## src/rtl/spi_echo_pkg.sv

```systemverilog
package spi_echo_pkg;
  localparam int WORD_W = 32;
  localparam int ADDR_W = 16;
  localparam int SEL_W  = 4;
  localparam int LEN_W  = 7;

  // header bit positions (decoded by the host side as well)
  localparam int HDR_DATA_BIT = 31;
  localparam int HDR_WR_BIT   = 29;
  localparam int HDR_SEL_LSB  = 24;
  localparam int HDR_ADDR_LSB = 8;
  localparam int HDR_LEN_LSB  = 1;

  typedef struct packed {
    logic clear;    // chip select idle: wipe shift state
    logic shiftIn;  // rising serial edge: take one MOSI bit
    logic loadHdr;  // accepted header: latch bank and address
    logic issueWr;  // complete data word: emit a register write
  } dpStrobes_t;
endpackage

```

## src/rtl/spi_echo_ctrl.sv

```systemverilog
module spi_echo_ctrl
  import spi_echo_pkg::*;
#(
  parameter int SYNC_STAGES = 2
) (
  input  logic               clk,
  input  logic               rstN,
  input  logic               sclkRaw,
  input  logic               csNRaw,
  input  logic               mosiRaw,
  input  logic [WORD_W-1:0]  rxWord,
  output dpStrobes_t         strb,
  output logic               mosiBit,
  output logic               frameOk,
  output logic               hdrErr
);
  localparam int BIT_CNT_W = $clog2(WORD_W);
  localparam logic [BIT_CNT_W-1:0] LAST_BIT = BIT_CNT_W'(WORD_W - 1);

  logic [SYNC_STAGES-1:0] sclkSync, csSync, mosiSync;
  logic                   sclkPrev;
  logic                   csActive, sclkRise;
  logic [BIT_CNT_W-1:0]   bitCnt;
  logic                   wordDone, hdrSeen, hdrGood;
  logic [LEN_W:0]         wordsLeft;

  always_ff @(posedge clk or negedge rstN) begin
    if (!rstN) begin
      sclkSync <= '0;
      csSync   <= '1;
      mosiSync <= '0;
      sclkPrev <= 1'b0;
    end else begin
      sclkSync <= {sclkSync[SYNC_STAGES-2:0], sclkRaw};
      csSync   <= {csSync[SYNC_STAGES-2:0], csNRaw};
      mosiSync <= {mosiSync[SYNC_STAGES-2:0], mosiRaw};
      sclkPrev <= sclkSync[SYNC_STAGES-1];
    end
  end

  assign csActive = ~csSync[SYNC_STAGES-1];
  assign sclkRise = csActive & sclkSync[SYNC_STAGES-1] & ~sclkPrev;
  assign mosiBit  = mosiSync[SYNC_STAGES-1];

  // odd parity over the full header, control frame, write operation
  assign hdrGood = (^rxWord) & ~rxWord[HDR_DATA_BIT] & rxWord[HDR_WR_BIT];

  always_ff @(posedge clk or negedge rstN) begin
    if (!rstN) begin
      bitCnt    <= '0;
      wordDone  <= 1'b0;
      hdrSeen   <= 1'b0;
      frameOk   <= 1'b0;
      wordsLeft <= '0;
    end else if (!csActive) begin
      bitCnt    <= '0;
      wordDone  <= 1'b0;
      hdrSeen   <= 1'b0;
      frameOk   <= 1'b0;
      wordsLeft <= '0;
    end else begin
      wordDone <= sclkRise && (bitCnt == LAST_BIT);
      if (sclkRise) bitCnt <= bitCnt + 1'b1;
      if (wordDone) begin
        if (!hdrSeen) begin
          hdrSeen <= 1'b1;
          if (hdrGood) begin
            frameOk   <= 1'b1;
            wordsLeft <= {1'b0, rxWord[HDR_LEN_LSB +: LEN_W]} + 1'b1;
          end
        end else if (frameOk && wordsLeft != '0) begin
          wordsLeft <= wordsLeft - 1'b1;
        end
      end
    end
  end

  always_ff @(posedge clk or negedge rstN) begin
    if (!rstN) hdrErr <= 1'b0;
    else if (csActive && wordDone && !hdrSeen && !hdrGood) hdrErr <= 1'b1;
  end

  always_comb begin
    strb.clear   = ~csActive;
    strb.shiftIn = sclkRise;
    strb.loadHdr = wordDone & ~hdrSeen & hdrGood & csActive;
    strb.issueWr = wordDone & hdrSeen & frameOk & csActive & (wordsLeft != '0);
  end

  // the error flag never falls without reset
  a_r4_err_sticky: assert property (@(posedge clk) disable iff (!rstN)
    hdrErr |=> hdrErr);

  // an idle chip select leaves the frame state cleared
  a_r9_cs_clears: assert property (@(posedge clk) disable iff (!rstN)
    !csActive |=> (bitCnt == '0 && !hdrSeen && !frameOk));
endmodule

```

## src/rtl/spi_echo_dp.sv

```systemverilog
module spi_echo_dp
  import spi_echo_pkg::*;
(
  input  logic               clk,
  input  logic               rstN,
  input  dpStrobes_t         strb,
  input  logic               mosiBit,
  output logic [WORD_W-1:0]  rxWord,
  output logic               spiMiso,
  output logic               regWrEn,
  output logic [SEL_W-1:0]   regWrSel,
  output logic [ADDR_W-1:0]  regWrAddr,
  output logic [WORD_W-1:0]  regWrData
);
  logic [WORD_W-1:0] rxShift;
  logic [ADDR_W-1:0] addrReg;
  logic [SEL_W-1:0]  selReg;

  // one register serves as word assembler and as 32-bit echo delay
  always_ff @(posedge clk or negedge rstN) begin
    if (!rstN)             rxShift <= '0;
    else if (strb.clear)   rxShift <= '0;
    else if (strb.shiftIn) rxShift <= {rxShift[WORD_W-2:0], mosiBit};
  end

  assign rxWord  = rxShift;
  assign spiMiso = rxShift[WORD_W-1];

  always_ff @(posedge clk or negedge rstN) begin
    if (!rstN) begin
      addrReg   <= '0;
      selReg    <= '0;
      regWrEn   <= 1'b0;
      regWrSel  <= '0;
      regWrAddr <= '0;
      regWrData <= '0;
    end else begin
      regWrEn <= 1'b0;
      if (strb.loadHdr) begin
        addrReg <= rxShift[HDR_ADDR_LSB +: ADDR_W];
        selReg  <= rxShift[HDR_SEL_LSB +: SEL_W];
      end else if (strb.issueWr) begin
        regWrEn   <= 1'b1;
        regWrSel  <= selReg;
        regWrAddr <= addrReg;
        regWrData <= rxShift;
        addrReg   <= addrReg + 1'b1;
      end
    end
  end

  // writes are single-cycle pulses
  a_r7_single_pulse: assert property (@(posedge clk) disable iff (!rstN)
    regWrEn |=> !regWrEn);

  // an idle frame returns zero on MISO
  a_r8_miso_quiet: assert property (@(posedge clk) disable iff (!rstN)
    strb.clear |=> !spiMiso);
endmodule

```

## src/rtl/spi_regwrite_echo.sv

```systemverilog
module spi_regwrite_echo
  import spi_echo_pkg::*;
#(
  parameter int SYNC_STAGES = 2
) (
  input  logic              clk,
  input  logic              rstN,
  input  logic              spiSclk,
  input  logic              spiCsN,
  input  logic              spiMosi,
  output logic              spiMiso,
  output logic              regWrEn,
  output logic [SEL_W-1:0]  regWrSel,
  output logic [ADDR_W-1:0] regWrAddr,
  output logic [WORD_W-1:0] regWrData,
  output logic              hdrErr
);
  dpStrobes_t        strb;
  logic              mosiBit;
  logic              frameOk;
  logic [WORD_W-1:0] rxWord;

  spi_echo_ctrl #(.SYNC_STAGES(SYNC_STAGES)) i_ctrl (
    .clk     (clk),
    .rstN    (rstN),
    .sclkRaw (spiSclk),
    .csNRaw  (spiCsN),
    .mosiRaw (spiMosi),
    .rxWord  (rxWord),
    .strb    (strb),
    .mosiBit (mosiBit),
    .frameOk (frameOk),
    .hdrErr  (hdrErr)
  );

  spi_echo_dp i_dp (
    .clk       (clk),
    .rstN      (rstN),
    .strb      (strb),
    .mosiBit   (mosiBit),
    .rxWord    (rxWord),
    .spiMiso   (spiMiso),
    .regWrEn   (regWrEn),
    .regWrSel  (regWrSel),
    .regWrAddr (regWrAddr),
    .regWrData (regWrData)
  );

  // a write only follows an accepted header
  a_r2_write_needs_good_hdr: assert property (@(posedge clk) disable iff (!rstN)
    regWrEn |-> $past(frameOk));
endmodule

```

## config.mk

```make
export PLATFORM = sky130hd
export DESIGN_NAME = spi_regwrite_echo
export DESIGN_NICKNAME = d
export VERILOG_FILES = /design/src/rtl/spi_echo_pkg.sv /design/src/rtl/spi_echo_ctrl.sv /design/src/rtl/spi_echo_dp.sv /design/src/rtl/spi_regwrite_echo.sv
export SDC_FILE = /design/constraint.sdc
export NUM_CORES = 1
export LEC_CHECK = 0
export BUFFER_PORTS_ARGS = -buffer_cell sky130_fd_sc_hd__buf_2
export CAP_MARGIN = 20
export CORE_AREA = 2 2 158 160
export CTS_BUF_LIST = sky130_fd_sc_hd__clkbuf_8 sky130_fd_sc_hd__clkbuf_16
export DETAILED_ROUTE_END_ITERATION = 6
export DIE_AREA = 0 0 160 162
export HOLD_SLACK_MARGIN = 0.06
export PLACE_DENSITY = 0.51
export SYNTH_ARGS = -nofsm -noshare
export SYNTH_HDL_FRONTEND = slang
export SYNTH_HIERARCHICAL = 1
export SYNTH_SLANG_ARGS = --single-unit
export TNS_END_PERCENT = 100
```

## constraint.sdc

```tcl
create_clock -name clk -period 8 [get_ports clk]
set_clock_uncertainty 0.15 [all_clocks]
set_input_delay 2.4 -clock clk [delete_from_list [all_inputs] [get_ports clk]]
set_output_delay 2.4 -clock clk [all_outputs]
set_load 0.01 [all_outputs]
```

==> impl_metrics.py <==
metrics = {
    "worst_setup_path": {
        "crit_family": "XOR/XNOR gates",
        "crit_fanout": 42,
        "slowest_delay_ns": 0.59,
        "cp_cell_sequence": "ha_1 > xnor2_1 > xnor2_1 > xnor3_1 > xnor3_1 > or3_4 > inv_1 > buf_4 > nand2b_2 > buf_4 > mux2_2",
        "slowest_stage": "xnor3_1",
        "startpoint_type": "flip-flop",
        "end_kind": "flip-flop",
        "cp_data_required_time_ns": 8.15,
        "cp.arrival_ns": 4.85,
        "worst-setup-path-type": "flip-flop to flip-flop",
        "critical_path_buf_inv_count": 3,
    },
    "cts": {
        "cts_sinks": 129,
        "clk_pin_slew_ns": 0.06,
        "cts_made_buffers": 17,
        "clockRootBuffer": "clkbuf_16",
        "htree_levels": 4,
        "clock_latency_ns": 0.42,
        "cts_tree": "yes",
        "ctsResizeCount": 0,
        "hold_buffers": 0,
        "post_cts_buffers": 0,
        "clk_path_buf_depth": 2,
    },
    "power": {
        "leakage_uw": 0.00338,
        "ir_drop_mv": 0.143,
        "pwr-share-seq": 0.423,
        "power.density_nw_per_um2": 213,
        "pwr-share-clk": 0.556,
        "swShare": 0.210,
        "combPwrFrac": 0.021,
        "internal-power_uw": 1230,
        "p_sw_uw": 327,
    },
    "detailed_routing": {
        "drc": 0,
        "first_pass_iters": 4,
        "drt_iter0_drc": 165,
        "avgRoutedWirePerCell_um": 15.0,
        "dr_total_vias": 4037,
        "wl_um": 13600,
        "vias_per_cell": 4.44,
        "ant_nets": 0,
    },
    "floorplan": {
        "die_y_um": 162,
        "io-pin-count": 60,
        "fp.dieArea_um2": 25900,
        "die_w_um": 160,
        "core_area_um2": 24100,
        "start_util": 0.249,
        "num_rows": 57,
    },
    "placed_design": {
        "port-buffer-count": 59,
        "place_ws_ns": 3.28,
        "place_congestion": 0.763,
        "dp_hpwl_um": 8900,
    },
    "synthesis": {
        "synthCells": 518,
        "yosys.area.top_type": "dfrtp_1",
        "synth_edf_count": 0,
        "synthArstFlopShare": 1.00,
        "synth.top_cells.by_area": "dfrtp_1 53%, mux2_2 9.8%, mux2i_1 5.7%",
        "syn_area_um2": 6000,
        "synth_seq_cells": 129,
        "ys_seq_area_frac": 0.539,
        "syn_nets": 532,
        "syn_avg_cell_area_um2": 11.6,
        "synth_flop_cell": "dfrtp_1",
        "synth_most_common_cell": "dfrtp_1",
        "yosys_warnings": 6,
        "synth_top_cells_by_count": "127 x dfrtp_1, 53 x nor2_1, 52 x mux2_2, 34 x mux2i_1, 33 x xnor2_1",
        "yosys.area.top_type_share": 0.530,
        "synth_cell_types": 49,
    },
    "cells_and_area": {
        "postLayoutCoreUtil": 0.302,
        "fin_nets": 587,
        "area_growth_pct": 21.5,
        "antennaDiodeCount": 0,
        "drive_above_1_share": 0.273,
    },
    "global_route": {
        "grt_first_pass_wirelength_um": 22800,
        "grt_max_degree": 69,
        "grt_overflow": 0,
        "grt_pass1_vias": 4009,
        "antenna_found_initial": 0,
        "grt.total_usage": 0.111,
    },
    "sta": {
        "max_slew.worst_pin.slew_ns": 0.794,
        "setup_ws_ns": 3.30,
        "setup-violations-final": 0,
        "finalCritPeriodShare": 0.587,
        "hold_violations": 0,
        "layout_min_cycle_time_ns": 4.70,
        "final-max-slew-violation-count": 0,
        "final.setup.tns_ns": 0,
        "fmax_mhz": 213,
        "grt_setup_unrepaired": "false",
        "max_slew_margin": 0.469,
    },
    "flow_run": {
        "drv_cap": 0,
    },
    "min_path": {
        "min_path_type": "flip-flop to flip-flop",
    },
    "outcome": {
        "status": "finished, final reports clean",
    },
}
[final timing paths]
check / depth (start not counted) / endpoint / slack, ns / startpoint
min: 0 / i_ctrl/sclkSync[1]$_DFF_PN0_ / 0.20 / i_ctrl/sclkSync[0]$_DFF_PN0_
max: 11 / i_dp/regWrData[10]$_DFFE_PN0P_ / 3.30 / i_dp/rxWord[4]$_DFFE_PN0P_
max reg2reg: 11 / i_dp/regWrData[10]$_DFFE_PN0P_ / 3.30 / i_dp/rxWord[4]$_DFFE_PN0P_
max in group asynchronous: 2 / i_dp/rxWord[14]$_DFFE_PN0P_ / 4.64 / rstN
min in group asynchronous: 1 / i_dp/regWrAddr[11]$_DFFE_PN0P_ / 1.83 / rstN
min reg2reg: 0 / i_ctrl/sclkSync[1]$_DFF_PN0_ / 0.20 / i_ctrl/sclkSync[0]$_DFF_PN0_
[layer usage]
layer	GRT usage	vias to the layer above	share of wire
met4	0.0336	0	0.0068
met3	0.0332	7	0.042
li1	-	1933	-
met1	0.158	2003	0.50
met2	0.163	94	0.45
met5	0	-	0
[cell usage in the layout (no fill, tap or decap), types with 12 or more instances in the layout]
master / n
mux2_2: 52
nor2_1: 52
o21ai_0: 28
nand3_1: 12
buf_2: 58
mux2i_1: 34
xnor2_1: 33
nand2_1: 32
dfrtp_1: 127
clkbuf_16: 17
[metrics by stage]
step	cells	instance area (um2)	power, uW	hold WS [ns]
finish	910	7290	1560	0.201
global route	910	7290	1610	0.206
CTS	910	7290	1580	0.203
detailed placement	878	6620	703	0.189
global placement	878	6620	704	0.186
floorplan	518	6000	684	0.181
[cells by family (layout without fill, tap and decap cells)]
family,count (synthesis),after routing,share of synthesized area
simple gates,146,146,0.118
flops,129,129,0.539
mux,86,86,0.154
compound gates,64,64,0.0699
xor+xnor,44,44,0.0711
buf+inv,40,108,0.0296
fa+ha+maj,9,9,0.0188
[power by group through the flow]
stage,Combinational (uW),Sequential [uW],Clock [uW]
finish,32.7,657,865
floorplan,15.5,669,0
global placement,34.8,669,0
CTS,34.6,657,892
detailed placement,34.6,669,0
global route,37.9,657,919
[state kept, by name (all words and copies together), names as in the netlist, 2 cells and up]
register          flops
i_ctrl/csSync         2
i_dp/selReg           4
i_dp/regWrAddr       16
i_ctrl/mosiSync       2
i_dp/regWrData       32
i_ctrl/sclkSync       2
i_ctrl/bitCnt         5
i_dp/rxWord          32
i_dp/regWrSel         4
i_dp/addrReg         16
i_ctrl/wordsLeft      8
[area by class of cell]
type,instances,area [um2]
well taps,324,405
fillers,2528,16800
clock inverters,14,224
inverters,11,41.3
flip-flops and latches,129,3230
repair buffers,65,347
multi-input cells,349,2600
clock buffers,18,439
(Power assumes the default switching activity.)
